File: src/rtl/alu_pkg.sv
package alu_pkg;
  localparam int unsigned DATA_W = 32;

  // Low three selector bits; bit 3 refines only the right-shift code.
  typedef enum logic [2:0] {
    SEL_ADD  = 3'b000,
    SEL_AND  = 3'b001,
    SEL_XOR  = 3'b010,
    SEL_SHL  = 3'b011,
    SEL_SUB  = 3'b100,
    SEL_OR   = 3'b101,
    SEL_UPIM = 3'b110,
    SEL_SHR  = 3'b111
  } alu_sel_e;
endpackage

File: src/rtl/alu_addsub.sv
module alu_addsub #(
  parameter int unsigned W = 32
) (
  input  logic [W-1:0] x,
  input  logic [W-1:0] y,
  input  logic         subtract,
  output logic [W-1:0] sum
);
  logic [W-1:0] y_eff;

  always_comb begin
    y_eff = y ^ {W{subtract}};
    sum   = x + y_eff + {{(W-1){1'b0}}, subtract};
  end
endmodule

File: src/rtl/alu_logic.sv
module alu_logic #(
  parameter int unsigned W = 32
) (
  input  logic [W-1:0] x,
  input  logic [W-1:0] y,
  input  logic [1:0]   fn,
  output logic [W-1:0] out
);
  // fn: 00 and, 01 or, 10 xor, 11 upper-immediate placement of y
  localparam int unsigned HALF = W / 2;

  always_comb begin
    unique case (fn)
      2'b00:   out = x & y;
      2'b01:   out = x | y;
      2'b10:   out = x ^ y;
      default: out = {y[HALF-1:0], {HALF{1'b0}}};
    endcase
  end
endmodule

File: src/rtl/alu_shift.sv
module alu_shift #(
  parameter int unsigned W  = 32,
  parameter int unsigned SW = $clog2(W)
) (
  input  logic [W-1:0]  d,
  input  logic [SW-1:0] amt,
  input  logic          left,
  input  logic          arith,
  output logic [W-1:0]  y
);
  logic [W-1:0] d_rev;
  logic [W-1:0] stage [SW+1];
  logic [W-1:0] out_rev;
  logic         fill;

  // Bit reversal lets one right-shifting log stage chain serve left shifts.
  for (genvar i = 0; i < W; i++) begin : g_rev
    assign d_rev[i]   = d[W-1-i];
    assign out_rev[i] = stage[SW][W-1-i];
  end

  assign fill     = arith & ~left & d[W-1];
  assign stage[0] = left ? d_rev : d;

  for (genvar k = 0; k < SW; k++) begin : g_stage
    localparam int unsigned STEP = 1 << k;
    assign stage[k+1] = amt[k] ? {{STEP{fill}}, stage[k][W-1:STEP]} : stage[k];
  end

  assign y = left ? out_rev : stage[SW];
endmodule

File: src/rtl/alu_core.sv
module alu_core
  import alu_pkg::*;
#(
  parameter int unsigned W = DATA_W
) (
  input  logic [W-1:0] opa,
  input  logic [W-1:0] opb,
  input  logic [3:0]   op_sel,
  output logic [W-1:0] res,
  output logic         res_zero
);
  localparam int unsigned SW = $clog2(W);

  alu_sel_e     sel;
  logic [W-1:0] arith_out;
  logic [W-1:0] logic_out;
  logic [W-1:0] shift_out;
  logic [1:0]   logic_fn;
  logic         is_left;

  assign sel = alu_sel_e'(op_sel[2:0]);

  always_comb begin
    unique case (sel)
      SEL_AND: logic_fn = 2'b00;
      SEL_OR:  logic_fn = 2'b01;
      SEL_XOR: logic_fn = 2'b10;
      default: logic_fn = 2'b11;
    endcase
  end

  assign is_left = (sel == SEL_SHL);

  alu_addsub #(.W(W)) u_addsub (
    .x(opa), .y(opb), .subtract(op_sel[2]), .sum(arith_out)
  );

  alu_logic #(.W(W)) u_logic (
    .x(opa), .y(opb), .fn(logic_fn), .out(logic_out)
  );

  alu_shift #(.W(W), .SW(SW)) u_shift (
    .d(opb), .amt(opa[SW-1:0]), .left(is_left), .arith(op_sel[3]),
    .y(shift_out)
  );

  always_comb begin
    unique case (sel)
      SEL_ADD, SEL_SUB:                   res = arith_out;
      SEL_AND, SEL_OR, SEL_XOR, SEL_UPIM: res = logic_out;
      default:                            res = shift_out;
    endcase
  end

  assign res_zero = ~|res;
endmodule

File: config.mk
export PLATFORM = sky130hd
export DESIGN_NAME = alu_core
export DESIGN_NICKNAME = d
export VERILOG_FILES = /design/src/rtl/alu_pkg.sv /design/src/rtl/alu_addsub.sv /design/src/rtl/alu_logic.sv /design/src/rtl/alu_shift.sv /design/src/rtl/alu_core.sv
export SDC_FILE = /design/constraint.sdc
export NUM_CORES = 1
export LEC_CHECK = 0
export ABC_AREA = 1
export CORE_ASPECT_RATIO = 1.2
export CORE_UTILIZATION = 62
export DETAILED_ROUTE_END_ITERATION = 6
export PLACE_DENSITY = 0.9
export SLEW_MARGIN = 20
export SYNTH_ARGS = -nofsm -noshare
export SYNTH_HDL_FRONTEND = slang
export SYNTH_SLANG_ARGS = --single-unit
File: constraint.sdc
create_clock -name vclk -period 11.89
set_input_delay 2.378 -clock vclk [all_inputs]
set_output_delay 2.378 -clock vclk [all_outputs]
set_load 0.05 [all_outputs]
==> impl_metrics.env <==
export IMPL_regArea_um2=0
export IMPL_fin_crit_sh_pct=79.18
export IMPL_drtAntennaViolNets=0
export IMPL_slew_viol_final=0
export IMPL_cap_viol_max_count=0
export IMPL_grt_pass1_vias=9080
export IMPL_synth_simple_area_share_pct=54.11
export IMPL_drtIter0Drc=1302
export IMPL_finalSetupTns_ns=0
export IMPL_syn_avg_cell_area_um2=5.174
export IMPL_vias=10310
export IMPL_yosys_cell_types_count=36
export IMPL_dr_pass1_iters=7
export IMPL_viasPerCell=6.486
export IMPL_yosysWarnings=0
export IMPL_cpPeakStageDelay_ns=0.81
export IMPL_synthMuxAreaShare_pct=0
export IMPL_port_buffers=101
export IMPL_ctsResizeCount=0
export IMPL_status="finished with violations"
export IMPL_worstPathMaxFanout=38
export IMPL_grt_pass1_wl_um=49410
export IMPL_rows=42
export IMPL_synth_fa_ha_area_share_pct=17.51
export IMPL_dp_cells=1589
export IMPL_postCtsSetupBuffers=0
export IMPL_synthCells=1389
export IMPL_synth_seq_area_share_pct=0
export IMPL_synth_nets=1557
export IMPL_synth_xor_area_share_pct=3.900
export IMPL_stdcell_count=1589
export IMPL_syn_area_um2=7187
export IMPL_core_area_um2=11140
export IMPL_overflow=0
export IMPL_synth_top_family_by_area="simple AND/OR/NAND/NOR gates"
export IMPL_antenna_found_initial=4
export IMPL_crit_required_ns=9.51
export IMPL_hold_depth=5
export IMPL_setup_violations=0
export IMPL_hold_path_class="in2out"
export IMPL_drcViolationCount=12
export IMPL_criticalPathCategory="in2out"
export IMPL_cp_start_kind="input pin"
export IMPL_worst_pin_slew_ns=1.279
export IMPL_max_freq_ghz=0.1062
export IMPL_detailed_place_hpwl_um=24900
export IMPL_maxSlewHeadroom_pct=14.71
export IMPL_die_w_um=100.3
export IMPL_area_growth_pct=13.44
export IMPL_grt_max_degree=72
export IMPL_worst_path_most_repeated_cell="nor2_1"
export IMPL_die_y_um=119.9
export IMPL_clockBufferCount=0
export IMPL_initial_core_util_pct=64.51
export IMPL_rsz0062_at_grt="no"
export IMPL_worstPathArrival_ns=7.04
export IMPL_finalHoldViolCount=0
export IMPL_critPathTopFamily="buffers and inverters"
export IMPL_power_density_nw_per_um2=65.62
export IMPL_worstHoldStart="op_sel[2]"
export IMPL_synth_compound_area_share_pct=13.02
export IMPL_fillers=1080
export IMPL_cts_hold_buf=0
export IMPL_power_leakage_nw=4.271
export IMPL_crit_buf_inv=7
export IMPL_postRouteWirelength_um=32630
export IMPL_path_cells="clkdlybuf4s50_1, buf_4, inv_2, o21ai_1, inv_1, fa_1, inv_1, nand2_1, o21ai_2, inv_1, nor2_1, nor2_1, o21ai_0, nand2_1, a21oi_1, nor2_1, nor2_1, nand2_1, nor2_1, nand2_1, nor2_1, nand2_1, nor2_1, clkdlybuf4s50_1"
export IMPL_final_nets=1605
export IMPL_design_seq_count=0
export IMPL_ios=101
export IMPL_hold_end="res[4]"
export IMPL_grt_total_usage_pct=54.13
export IMPL_fin_util_pct=73.18
export IMPL_end_kind="output pin"
export IMPL_fin_crit_ns=9.415
export IMPL_num_antenna_cells=0
export IMPL_drive_gt1_share_pct=1.742
export IMPL_avgRoutedWirePerCell_um=20.53
export IMPL_gp_congestion=1.058
export IMPL_failed_checks="DRC"
export IMPL_dieArea_um2=12030
export IMPL_crit_slowest_cell="clkdlybuf4s50_1"
export IMPL_peakVddDrop_uv=39.97
[synthesized netlist by cell type]
library cell / instances / area, um2
o21ai_2: 1 / 8.760
nor3_1: 8 / 40.04
a211oi_1: 3 / 22.52
nand3_1: 353 / 1767
buf_4: 4 / 30.03
fa_1: 1 / 20.02
nor2_4: 1 / 11.26
inv_1: 123 / 461.7
xor2_1: 30 / 262.8
o21ai_1: 1 / 5.000
a221oi_1: 12 / 105.1
buf_1: 14 / 52.55
a21o_1: 5 / 37.54
xnor2_1: 2 / 17.52
inv_2: 1 / 3.750
nand3b_1: 2 / 15.01
a21oi_1: 61 / 305.3
ha_1: 99 / 1239
nand2_1: 412 / 1546
nor4_1: 2 / 12.51
clkinv_1: 3 / 11.26
o21a_1: 1 / 7.510
o211ai_1: 16 / 120.1
nand4_1: 9 / 56.30
inv_4: 1 / 6.260
or2_2: 3 / 18.77
nand2_2: 1 / 6.260
buf_6: 4 / 45.04
nor2_1: 106 / 397.9
nand3_4: 1 / 17.52
o2111ai_1: 2 / 17.52
a31oi_1: 1 / 6.260
clkbuf_1: 18 / 67.56
o21bai_1: 2 / 15.01
buf_2: 29 / 145.1
o21ai_0: 57 / 285.3
[layer usage]
layer | vias up | GRT usage (%) | wire [um]
met5 | - | 0 | 63
met4 | 8 | 42.39 | 3427
met3 | 255 | 20.85 | 4983
met2 | 791 | 80.52 | 13420
met1 | 4500 | 61.35 | 10730
li1 | 4752 | - | -
[report_power, final]
| group | internal [mW] | total (mW) | switching [mW] | leakage, nW |
|---|---|---|---|---|
| Clock | 0 | 0 | 0 | 0 |
| Sequential | 0 | 0 | 0 | 0 |
| Combinational | 0.166 | 0.535 | 0.369 | 4.27 |
| Total | 0.166 | 0.535 | 0.369 | 4.27 |
[how the worst max path moves through the flow]
stage | cells past startpoint | start | endpoint | slack, ns
floorplan | 21 | op_sel[2] | res_zero | 3.60
global placement | 26 | opa[0] | res_zero | 2.66
detailed placement | 26 | opa[0] | res_zero | 2.60
CTS | 26 | opa[0] | res_zero | 2.59
global route | 24 | opa[0] | res_zero | 2.07
finish | 24 | opa[0] | res_zero | 2.48
[cells in the final DEF, fill, tap and decap left out, drive strengths merged, types with 15 or more instances in the layout]
cell type / n
a21oi: 61
buf: 15
clkdlybuf4s50: 100
ha: 99
inv: 125
nand2: 413
nand3: 354
nor2: 107
o211ai: 16
o21ai: 59
xor2: 30
[metrics by stage]
step | instance area (um2) | total power, mW | hold WS, ns | setup WS (ns)
after floorplan | 7187 | 0.3418 | 5.244 | 3.598
after global placement | 8153 | 0.4985 | 6.138 | 2.663
after detailed placement | 8153 | 0.5056 | 6.141 | 2.605
after CTS | 8153 | 0.5071 | 6.144 | 2.589
after global routing | 8153 | 0.5704 | 6.188 | 2.075
final | 8153 | 0.5350 | 6.192 | 2.475
[worst min-delay path, stage by stage]
cell and delay (ns):
buf_2 0.09, buf_4 0.32, nand3_1 0.18, nand2_1 0.07, clkdlybuf4s50_1 0.73
[cell families after synthesis]
| kind of cell | count (synthesis) |
|---|---|
| AO/OA/AOI/OAI | 162 |
| XOR/XNOR | 32 |
| adder cells (fa/ha/maj) | 100 |
| buffers and inverters | 197 |
| AND/OR/NAND/NOR | 898 |
[final cells by class]
class	instances	area, um2	share of cell area [%]
inverters	128	483.0	5.924
repair buffers	115	1111	13.63
well taps	154	192.7	2.363
multi-input cells	1192	6366	78.08
(Power assumes the default switching activity.)
